[src/rtl/sync_frame_tx_pkg.sv]
package sync_frame_tx_pkg;

    typedef enum logic [2:0] {
        ST_IDLE,
        ST_MARK,
        ST_DATA,
        ST_ABORT,
        ST_FLAG,
        ST_FCS,
        ST_CLOSE,
        ST_FILL
    } tx_state_e;

    localparam logic [1:0] CMD_DATA  = 2'b00;
    localparam logic [1:0] CMD_ABORT = 2'b01;
    localparam logic [1:0] CMD_FLAG  = 2'b10;
    localparam logic [1:0] CMD_FCS   = 2'b11;

    localparam logic [7:0] FLAG_PATTERN = 8'h7E;

    // Characters whose bits take part in zero insertion.
    function automatic logic is_stuffable(tx_state_e s);
        return (s == ST_DATA) || (s == ST_FCS);
    endfunction

endpackage

[src/rtl/tx_fcs_crc.sv]
module tx_fcs_crc #(
    parameter int           W    = 16,
    parameter logic [W-1:0] POLY = 'h8408,
    parameter logic [W-1:0] INIT = '1
) (
    input  logic         clk,
    input  logic         rst_n,
    input  logic         clear,
    input  logic         shift,
    input  logic         din,
    output logic [W-1:0] crc_q,
    output logic [W-1:0] crc_upd
);

    logic         fb;
    logic [W-1:0] stepped;

    assign fb      = din ^ crc_q[0];
    assign stepped = (crc_q >> 1) ^ (fb ? POLY : '0);
    // Value including this cycle's bit, used when the check sequence is loaded.
    assign crc_upd = shift ? stepped : crc_q;

    always_ff @(posedge clk) begin
        if (!rst_n)     crc_q <= INIT;
        else if (clear) crc_q <= INIT;
        else            crc_q <= crc_upd;
    end

endmodule

[src/rtl/tx_char_pick.sv]
module tx_char_pick
    import sync_frame_tx_pkg::*;
#(
    parameter int CHAR_W = 8,
    parameter int FCS_W  = 16,
    parameter int LEFT_W = 5
) (
    input  tx_state_e          end_kind,
    input  logic [1:0]         cmd,
    input  logic [1:0]         char_len,
    input  logic               auto_flag,
    input  logic               req_pending,
    input  logic [CHAR_W-1:0]  thr_eff,
    output tx_state_e          pick_kind,
    output logic [CHAR_W-1:0]  pick_pat,
    output logic [LEFT_W-1:0]  pick_len,
    output logic               pick_irq,
    output logic               pick_req,
    output logic               pick_unr
);

    localparam int MIN_LEN = CHAR_W - 3;

    always_comb begin
        pick_kind = ST_FILL;
        pick_pat  = '1;
        pick_len  = LEFT_W'(CHAR_W);
        pick_irq  = 1'b0;
        pick_req  = 1'b0;
        pick_unr  = 1'b0;
        if (end_kind == ST_FCS) begin
            pick_kind = ST_CLOSE;
            pick_pat  = FLAG_PATTERN;
            pick_irq  = 1'b1;
        end else if ((end_kind == ST_CLOSE || end_kind == ST_FILL) && cmd == CMD_FCS) begin
            pick_kind = ST_FILL;
            pick_pat  = auto_flag ? FLAG_PATTERN : '1;
        end else begin
            unique case (cmd)
                CMD_DATA: begin
                    if (req_pending) begin
                        pick_kind = ST_ABORT;
                        pick_irq  = 1'b1;
                        pick_req  = 1'b1;
                        pick_unr  = 1'b1;
                    end else begin
                        pick_kind = ST_DATA;
                        pick_pat  = thr_eff;
                        pick_len  = LEFT_W'(MIN_LEN) + LEFT_W'(char_len);
                        pick_req  = 1'b1;
                    end
                end
                CMD_ABORT: begin
                    pick_kind = ST_ABORT;
                    pick_irq  = 1'b1;
                end
                CMD_FLAG: begin
                    pick_kind = ST_FLAG;
                    pick_pat  = FLAG_PATTERN;
                    pick_irq  = 1'b1;
                end
                CMD_FCS: begin
                    pick_kind = ST_FCS;
                    pick_pat  = '0;
                    pick_len  = LEFT_W'(FCS_W);
                end
            endcase
        end
    end

endmodule

[src/rtl/sync_frame_tx.sv]
module sync_frame_tx
    import sync_frame_tx_pkg::*;
#(
    parameter int CHAR_W    = 8,
    parameter int FCS_W     = 16,
    parameter int STUFF_RUN = 5
) (
    input  logic              clk,
    input  logic              rst_n,
    input  logic              tx_en,
    input  logic [1:0]        cmd,
    input  logic [1:0]        char_len,
    input  logic              auto_flag,
    input  logic              thr_wr,
    input  logic [CHAR_W-1:0] thr_data,
    output logic              txd,
    output logic              data_req,
    output logic              irq,
    output logic              underrun
);

    localparam int SH_W   = (FCS_W > CHAR_W) ? FCS_W : CHAR_W;
    localparam int LEFT_W = $clog2(SH_W + 1);
    localparam int ONES_W = $clog2(STUFF_RUN + 1);

    // Current character
    tx_state_e          state_q, n_state;
    logic [SH_W-1:0]    sh_q, n_sh;
    logic [LEFT_W-1:0]  left_q, n_left;
    logic [ONES_W-1:0]  ones_q, n_ones;
    logic               stuff_q, n_stuff;
    logic               final_q, final_next;
    // Decided next character
    tx_state_e          nxt_kind_q;
    logic [CHAR_W-1:0]  nxt_pat_q;
    logic [LEFT_W-1:0]  nxt_len_q;
    // Host side
    logic [CHAR_W-1:0]  thr_q;
    logic               data_req_q, irq_q, underrun_q;

    logic               bit_cur, crc_shift, crc_clear, do_latch;
    logic [FCS_W-1:0]   crc_q, crc_upd;
    tx_state_e          pick_kind;
    logic [CHAR_W-1:0]  pick_pat;
    logic [LEFT_W-1:0]  pick_len;
    logic               pick_irq, pick_req, pick_unr;

    assign bit_cur = stuff_q ? 1'b0 : sh_q[0];

    tx_fcs_crc #(.W(FCS_W)) u_crc (
        .clk     (clk),
        .rst_n   (rst_n),
        .clear   (crc_clear),
        .shift   (crc_shift),
        .din     (sh_q[0]),
        .crc_q   (crc_q),
        .crc_upd (crc_upd)
    );

    tx_char_pick #(.CHAR_W(CHAR_W), .FCS_W(FCS_W), .LEFT_W(LEFT_W)) u_pick (
        .end_kind    (n_state),
        .cmd         (cmd),
        .char_len    (char_len),
        .auto_flag   (auto_flag),
        .req_pending (data_req_q && !thr_wr),
        .thr_eff     (thr_wr ? thr_data : thr_q),
        .pick_kind   (pick_kind),
        .pick_pat    (pick_pat),
        .pick_len    (pick_len),
        .pick_irq    (pick_irq),
        .pick_req    (pick_req),
        .pick_unr    (pick_unr)
    );

    // Next state of the character on the line, including the load at a boundary.
    always_comb begin
        n_state   = state_q;
        n_sh      = sh_q;
        n_left    = left_q;
        n_ones    = ones_q;
        n_stuff   = stuff_q;
        crc_shift = 1'b0;
        crc_clear = 1'b0;
        unique case (state_q)
            ST_IDLE: begin
                crc_clear = 1'b1;
                n_ones    = '0;
                n_stuff   = 1'b0;
                if (tx_en) begin
                    n_state = ST_MARK;
                    n_sh    = SH_W'(1);
                    n_left  = LEFT_W'(1);
                end
            end
            default: begin
                if (stuff_q) begin
                    n_stuff = 1'b0;
                    n_ones  = '0;
                end else begin
                    n_sh      = sh_q >> 1;
                    n_left    = left_q - 1'b1;
                    crc_shift = (state_q == ST_DATA);
                    if (is_stuffable(state_q)) begin
                        if (sh_q[0]) begin
                            n_ones  = ones_q + 1'b1;
                            n_stuff = ((ones_q + 1'b1) == ONES_W'(STUFF_RUN));
                        end else begin
                            n_ones  = '0;
                        end
                    end
                end
                if (final_q) begin
                    n_state = nxt_kind_q;
                    n_left  = nxt_len_q;
                    n_stuff = 1'b0;
                    n_sh    = (nxt_kind_q == ST_FCS) ? SH_W'(~crc_upd)
                                                     : SH_W'(nxt_pat_q);
                    if (!is_stuffable(nxt_kind_q)) begin
                        n_ones    = '0;
                        crc_clear = 1'b1;
                    end
                end
            end
        endcase
        if (!tx_en) begin
            n_state   = ST_IDLE;
            n_stuff   = 1'b0;
            n_ones    = '0;
            crc_clear = 1'b1;
        end
    end

    // Is the bit time after this edge the last one before a new character?
    always_comb begin
        if (n_state == ST_IDLE)
            final_next = 1'b0;
        else if (n_stuff)
            final_next = (n_left == '0);
        else
            final_next = (n_left == LEFT_W'(1)) &&
                         !(is_stuffable(n_state) && n_sh[0] &&
                           n_ones == ONES_W'(STUFF_RUN - 1));
    end

    assign do_latch = final_next;

    // State register process
    always_ff @(posedge clk) begin
        if (!rst_n) begin
            state_q    <= ST_IDLE;
            sh_q       <= '0;
            left_q     <= '0;
            ones_q     <= '0;
            stuff_q    <= 1'b0;
            final_q    <= 1'b0;
            nxt_kind_q <= ST_IDLE;
            nxt_pat_q  <= '0;
            nxt_len_q  <= '0;
        end else begin
            state_q <= n_state;
            sh_q    <= n_sh;
            left_q  <= n_left;
            ones_q  <= n_ones;
            stuff_q <= n_stuff;
            final_q <= final_next;
            if (do_latch) begin
                nxt_kind_q <= pick_kind;
                nxt_pat_q  <= pick_pat;
                nxt_len_q  <= pick_len;
            end
        end
    end

    // Output process
    always_ff @(posedge clk) begin
        if (!rst_n) begin
            thr_q      <= '0;
            data_req_q <= 1'b0;
            irq_q      <= 1'b0;
            underrun_q <= 1'b0;
        end else begin
            if (thr_wr) thr_q <= thr_data;
            irq_q <= do_latch && pick_irq;
            if (!tx_en) begin
                data_req_q <= 1'b0;
                underrun_q <= 1'b0;
            end else begin
                if (do_latch)    data_req_q <= pick_req;
                else if (thr_wr) data_req_q <= 1'b0;
                if (do_latch && pick_unr) underrun_q <= 1'b1;
            end
        end
    end

    assign txd      = (state_q == ST_IDLE) ? 1'b1 : bit_cur;
    assign data_req = data_req_q;
    assign irq      = irq_q;
    assign underrun = underrun_q;

    // Assertions
    assert_idle_quiet_R1: assert property (@(posedge clk) disable iff (!rst_n)
        !tx_en |=> (txd && !data_req && !irq && !underrun));

    assert_abort_ones_R3: assert property (@(posedge clk) disable iff (!rst_n)
        (state_q == ST_ABORT) |-> txd);

    assert_irq_pulse_R5: assert property (@(posedge clk) disable iff (!rst_n)
        irq |=> !irq);

    assert_req_clear_R6: assert property (@(posedge clk) disable iff (!rst_n)
        (thr_wr && tx_en && !do_latch) |=> !data_req);

    assert_run_limit_R8: assert property (@(posedge clk) disable iff (!rst_n)
        (is_stuffable(state_q) && ones_q == ONES_W'(STUFF_RUN)) |-> !txd);

    assert_underrun_hold_R9: assert property (@(posedge clk) disable iff (!rst_n)
        (underrun && tx_en) |=> underrun);

endmodule

[config.mk]
export PLATFORM = sky130hd
export DESIGN_NAME = sync_frame_tx
export DESIGN_NICKNAME = d
export VERILOG_FILES = /design/src/rtl/sync_frame_tx_pkg.sv /design/src/rtl/tx_fcs_crc.sv /design/src/rtl/tx_char_pick.sv /design/src/rtl/sync_frame_tx.sv
export SDC_FILE = /design/constraint.sdc
export NUM_CORES = 1
export LEC_CHECK = 0
export ABC_AREA = 1
export BUFFER_PORTS_ARGS = -buffer_cell sky130_fd_sc_hd__buf_2
export CAP_MARGIN = 20
export CORE_MARGIN = 2
export CORE_UTILIZATION = 61
export CTS_BUF_LIST = sky130_fd_sc_hd__clkbuf_16
export CTS_CLUSTER_DIAMETER = 100
export DETAILED_ROUTE_END_ITERATION = 12
export GPL_TIMING_DRIVEN = 1
export PLACE_DENSITY_LB_ADDON = 0.25
export SLEW_MARGIN = 20
export SYNTH_ARGS = -nofsm -noshare
export SYNTH_HDL_FRONTEND = slang
export SYNTH_SLANG_ARGS = --single-unit
[constraint.sdc]
create_clock -name clk -period 2.3 [get_ports clk]
set_clock_uncertainty 0.05 [all_clocks]
set_input_delay 0.575 -clock clk [delete_from_list [all_inputs] [get_ports clk]]
set_output_delay 0.575 -clock clk [all_outputs]
set_load 0.02 [all_outputs]
==> results.md <==
* Worst skew pair latency at 0.33 ns
* Worst slew margin at 67.2%
* Synth Area per Inst at 6.91 µm²
* Metal2 WL at roughly 4 mm
* Starting Density at a little over three fifths
* Hold Crit Class: register to register
* FF-to-FF setup slack at 0.11 ns
* Post-Syn Area at 3740 µm²
* Row Count at 28
* Area grow syn2layout at 14.4%
* DR iter-0 viols at 282
* Htree depth at 3
* Final layout net count at 587
* Num CTS Buffers at 9
* Syn. warnings at 0
* TritonCTS clock tree: done
* Most used cell, CP: nand2_1
* Levels on crit path at 14
* Buf/Inv on CP at 3
* R2R Path Start: left_q[0]
* Global-route wire length before repair at around 14 mm
* Mapped Cells at 541
* Clk slew on worst S/H paths at about 0.060 ns
* Highest routed layer: met4
* Sink Count at 72
* Core ar. at 5920 µm²
* Status: completed
* GRT overflow at 0
* Overall routing resource usage at 27.4%
* Period minus WS final at 2.19 ns
* Vias at around 3600
* Worst reg-to-reg path cell count at 14
* Vias in the first global route at ~3200
* Setup Viol. Count Final at 0
* Crit. End Element: register
* Worst r2r dst: nxt_pat_q[4]
* PortBufs at 20
* Total power at roughly 3.4 mW
* RePlAce Congestion at a little over 0.9
* PD cells at between 800 and 900 nW/µm²
* Dpl hpwl at 5.95 mm
* Routed wl met3 at 545 µm
* Crit path cell chain: inv_1, ha_1, inv_1, nand2_1, nand3_1, a21oi_2, nand2_1, nor2_1, nand3_2, o21ai_4, buf_12, nand3_1, nand2_1, nor2_1
* Sequential share of the synthesized area at 38.6%
* DRT Pass-1 Iters at 5
* Commonest register cell after synthesis: dfxtp_1
* Peak Freq at 457 MHz
* DIE WIDTH at 82.3 µm
* CP Capture Point: nxt_pat_q[4]
* Vias per inst at ~5.5
* Critical-path top delay cell: dfxtp_2
* Drc violations at 0
* Ant. Diodes at 0
* CP top delay family: simple AND/OR/NAND/NOR gates
* Die area at between 6000 and 7000 µm²
* I/O pins at 21
* Worst-margin pin slew at just under 0.5 ns
* Routed len/inst at around 14 µm
* CP required at 2.47 ns
* Setup TNS at 0 ns
* Proportion of layout cells with a drive suffix above 1 at 12.2%
* Crit start category: register
* Metal-1 WL at 4.01 mm
* Max Cap Viol at 0
* Die H at 82.3 µm
* Final count of pins violating max slew at 0
* Register bit total from synthesis at between 70 and 80
* Final period utilization at 95.2%
* Worst vdd rail ir drop at approximately 0.00054 V
* Maximum number of pins on one net before global-route repair at 35
* Critical path fanouts, max at 17
* Final wirelength at 8.68 mm
* Post-synth EDFFs at 0
* Deepest clock path buffer count at 2
* Root Driver: clkbuf_16
* Antenna viol nets, final at 0
* Lkg Pwr at between 1.5 and 2 nW
* Final Hold Viols at 0
* Unique masters post-synth at 34
* Syn_nets at 567
* Crit path from: left_q[0]
* CP Class: register to register
* Initial antenna violation count at 0
* Async set or reset register ratio after synthesis at 0%
* CP arrival at 2.36 ns
* CP max stage delay at 0.36 ns
-- through the flow --
step | instances | utilization, % | setup slack (ns) | hold slack, ns | area, µm²
floorplan | 541 | - | 0.315 | 0.391 | 3740
global placement | 623 | 66.0 | 0.158 | 0.398 | 3910
detailed placement | 623 | 66.0 | 0.127 | 0.402 | 3910
CTS | 639 | 71.4 | 0.121 | 0.411 | 4230
global route | 641 | 72.2 | -0.0430 | 0.428 | 4280
finish | 641 | 72.2 | 0.110 | 0.413 | 4280
-- routing by layer --
metal / vias up / global-route usage (%)
met5: - / 0
met4: 0 / 11.5
met3: 14 / 4.89
met2: 123 / 41.9
met1: 1627 / 37.8
li1: 1792 / -
-- sequential cells by signal, indices dropped and copies added (netlist names), 3 cells and up --
register	cells
sh_q	16
u_crc.crc_q	16
nxt_pat_q	8
thr_q	8
left_q	5
nxt_len_q	5
nxt_kind_q	3
ones_q	3
state_q	3
-- cell usage after synthesis, types with 3 or more instances --
cell type | number | share of area, %
buf_1 | 3 | 0.30
or2_2 | 3 | 0.50
nand3b_1 | 3 | 0.60
nand2_1 | 131 | 13
a21oi_1 | 53 | 7.1
dfxtp_1 | 72 | 39
inv_1 | 44 | 4.4
nand4_1 | 4 | 0.67
nand3_1 | 39 | 5.2
buf_2 | 8 | 1.1
clkbuf_1 | 11 | 1.1
nor2_1 | 81 | 8.1
buf_6 | 4 | 1.2
o211ai_1 | 8 | 1.6
inv_2 | 3 | 0.30
mux2i_1 | 19 | 5.1
nor3_1 | 4 | 0.54
o21ai_0 | 22 | 2.9
ha_1 | 9 | 3.0
-- timing repair --
action                     CTS  global route
setup buffers                0             1
gates resized for setup      0             8
hold buffers                 0             0
setup endpoints to repair    0            13
-- worst min-delay path by stage --
| stage | start | to | slack (ns) | cells after the start |
|---|---|---|---|---|
| 5_1_grt | sh_q[12] | sh_q[12] | 0.43 | 2 |
| 4_1_cts | sh_q[2] | sh_q[2] | 0.41 | 2 |
| 6_report | sh_q[2] | sh_q[2] | 0.41 | 2 |
| 2_1_floorplan | sh_q[12] | sh_q[12] | 0.39 | 2 |
| 3_3_place_gp | underrun | underrun | 0.40 | 2 |
| 3_5_place_dp | sh_q[2] | sh_q[2] | 0.40 | 2 |
-- layout make-up --
class | count | area [µm²]
inverter | 47 | 181
multi-input combinational | 396 | 1990
timing repair buffer | 35 | 243
fill | 477 | 1640
clock inverter | 7 | 96.3
sequential | 72 | 1440
tap | 75 | 93.8
clock buffer | 9 | 225
-- worst register-to-register path, stage by stage (launching register included) --
cell and delay [ns]:
dfxtp_2 0.36, inv_1 0.05, ha_1 0.27, inv_1 0.04, nand2_1 0.04, nand3_1 0.08, a21oi_2 0.19, nand2_1 0.07
nor2_1 0.12, nand3_2 0.11, o21ai_4 0.27, buf_12 0.18, nand3_1 0.10, nand2_1 0.11, nor2_1 0.04
-- report_power, final --
part           leakage, nW  switching, mW  internal [mW]
clock network        0.153          0.545          0.950
registers            0.586         0.0427           1.32
logic                 1.23          0.367          0.217
-- layout by cell type (no fill, tap or decap), types with 4 or more instances in the layout --
cell type  count
nor2_1        79
buf_2         20
dfxtp_1       70
o21ai_0       22
a21oi_1       53
buf_4         13
o211ai_1       8
nand3_1       38
nand4_1        4
nor3_1         4
ha_1           9
clkbuf_16     10
mux2i_1       19
nand2_1      131
inv_1         45
-- kinds of logic (layout without fill, tap and decap cells) --
logic type                 Yosys count  count (layout)  synth area share [%]
adders and majority gates            9               9                  3.01
and+or+nand+nor                    273             273                  30.7
xor gates and xnor gates             3               3                 0.703
buffers and inverters               73              98                  8.40
DFF                                 72              72                  38.6
AOI/OAI and AO/OA                   92              92                  13.6
muxes                               19              19                  5.09
Power figures use the tool's default switching activity.
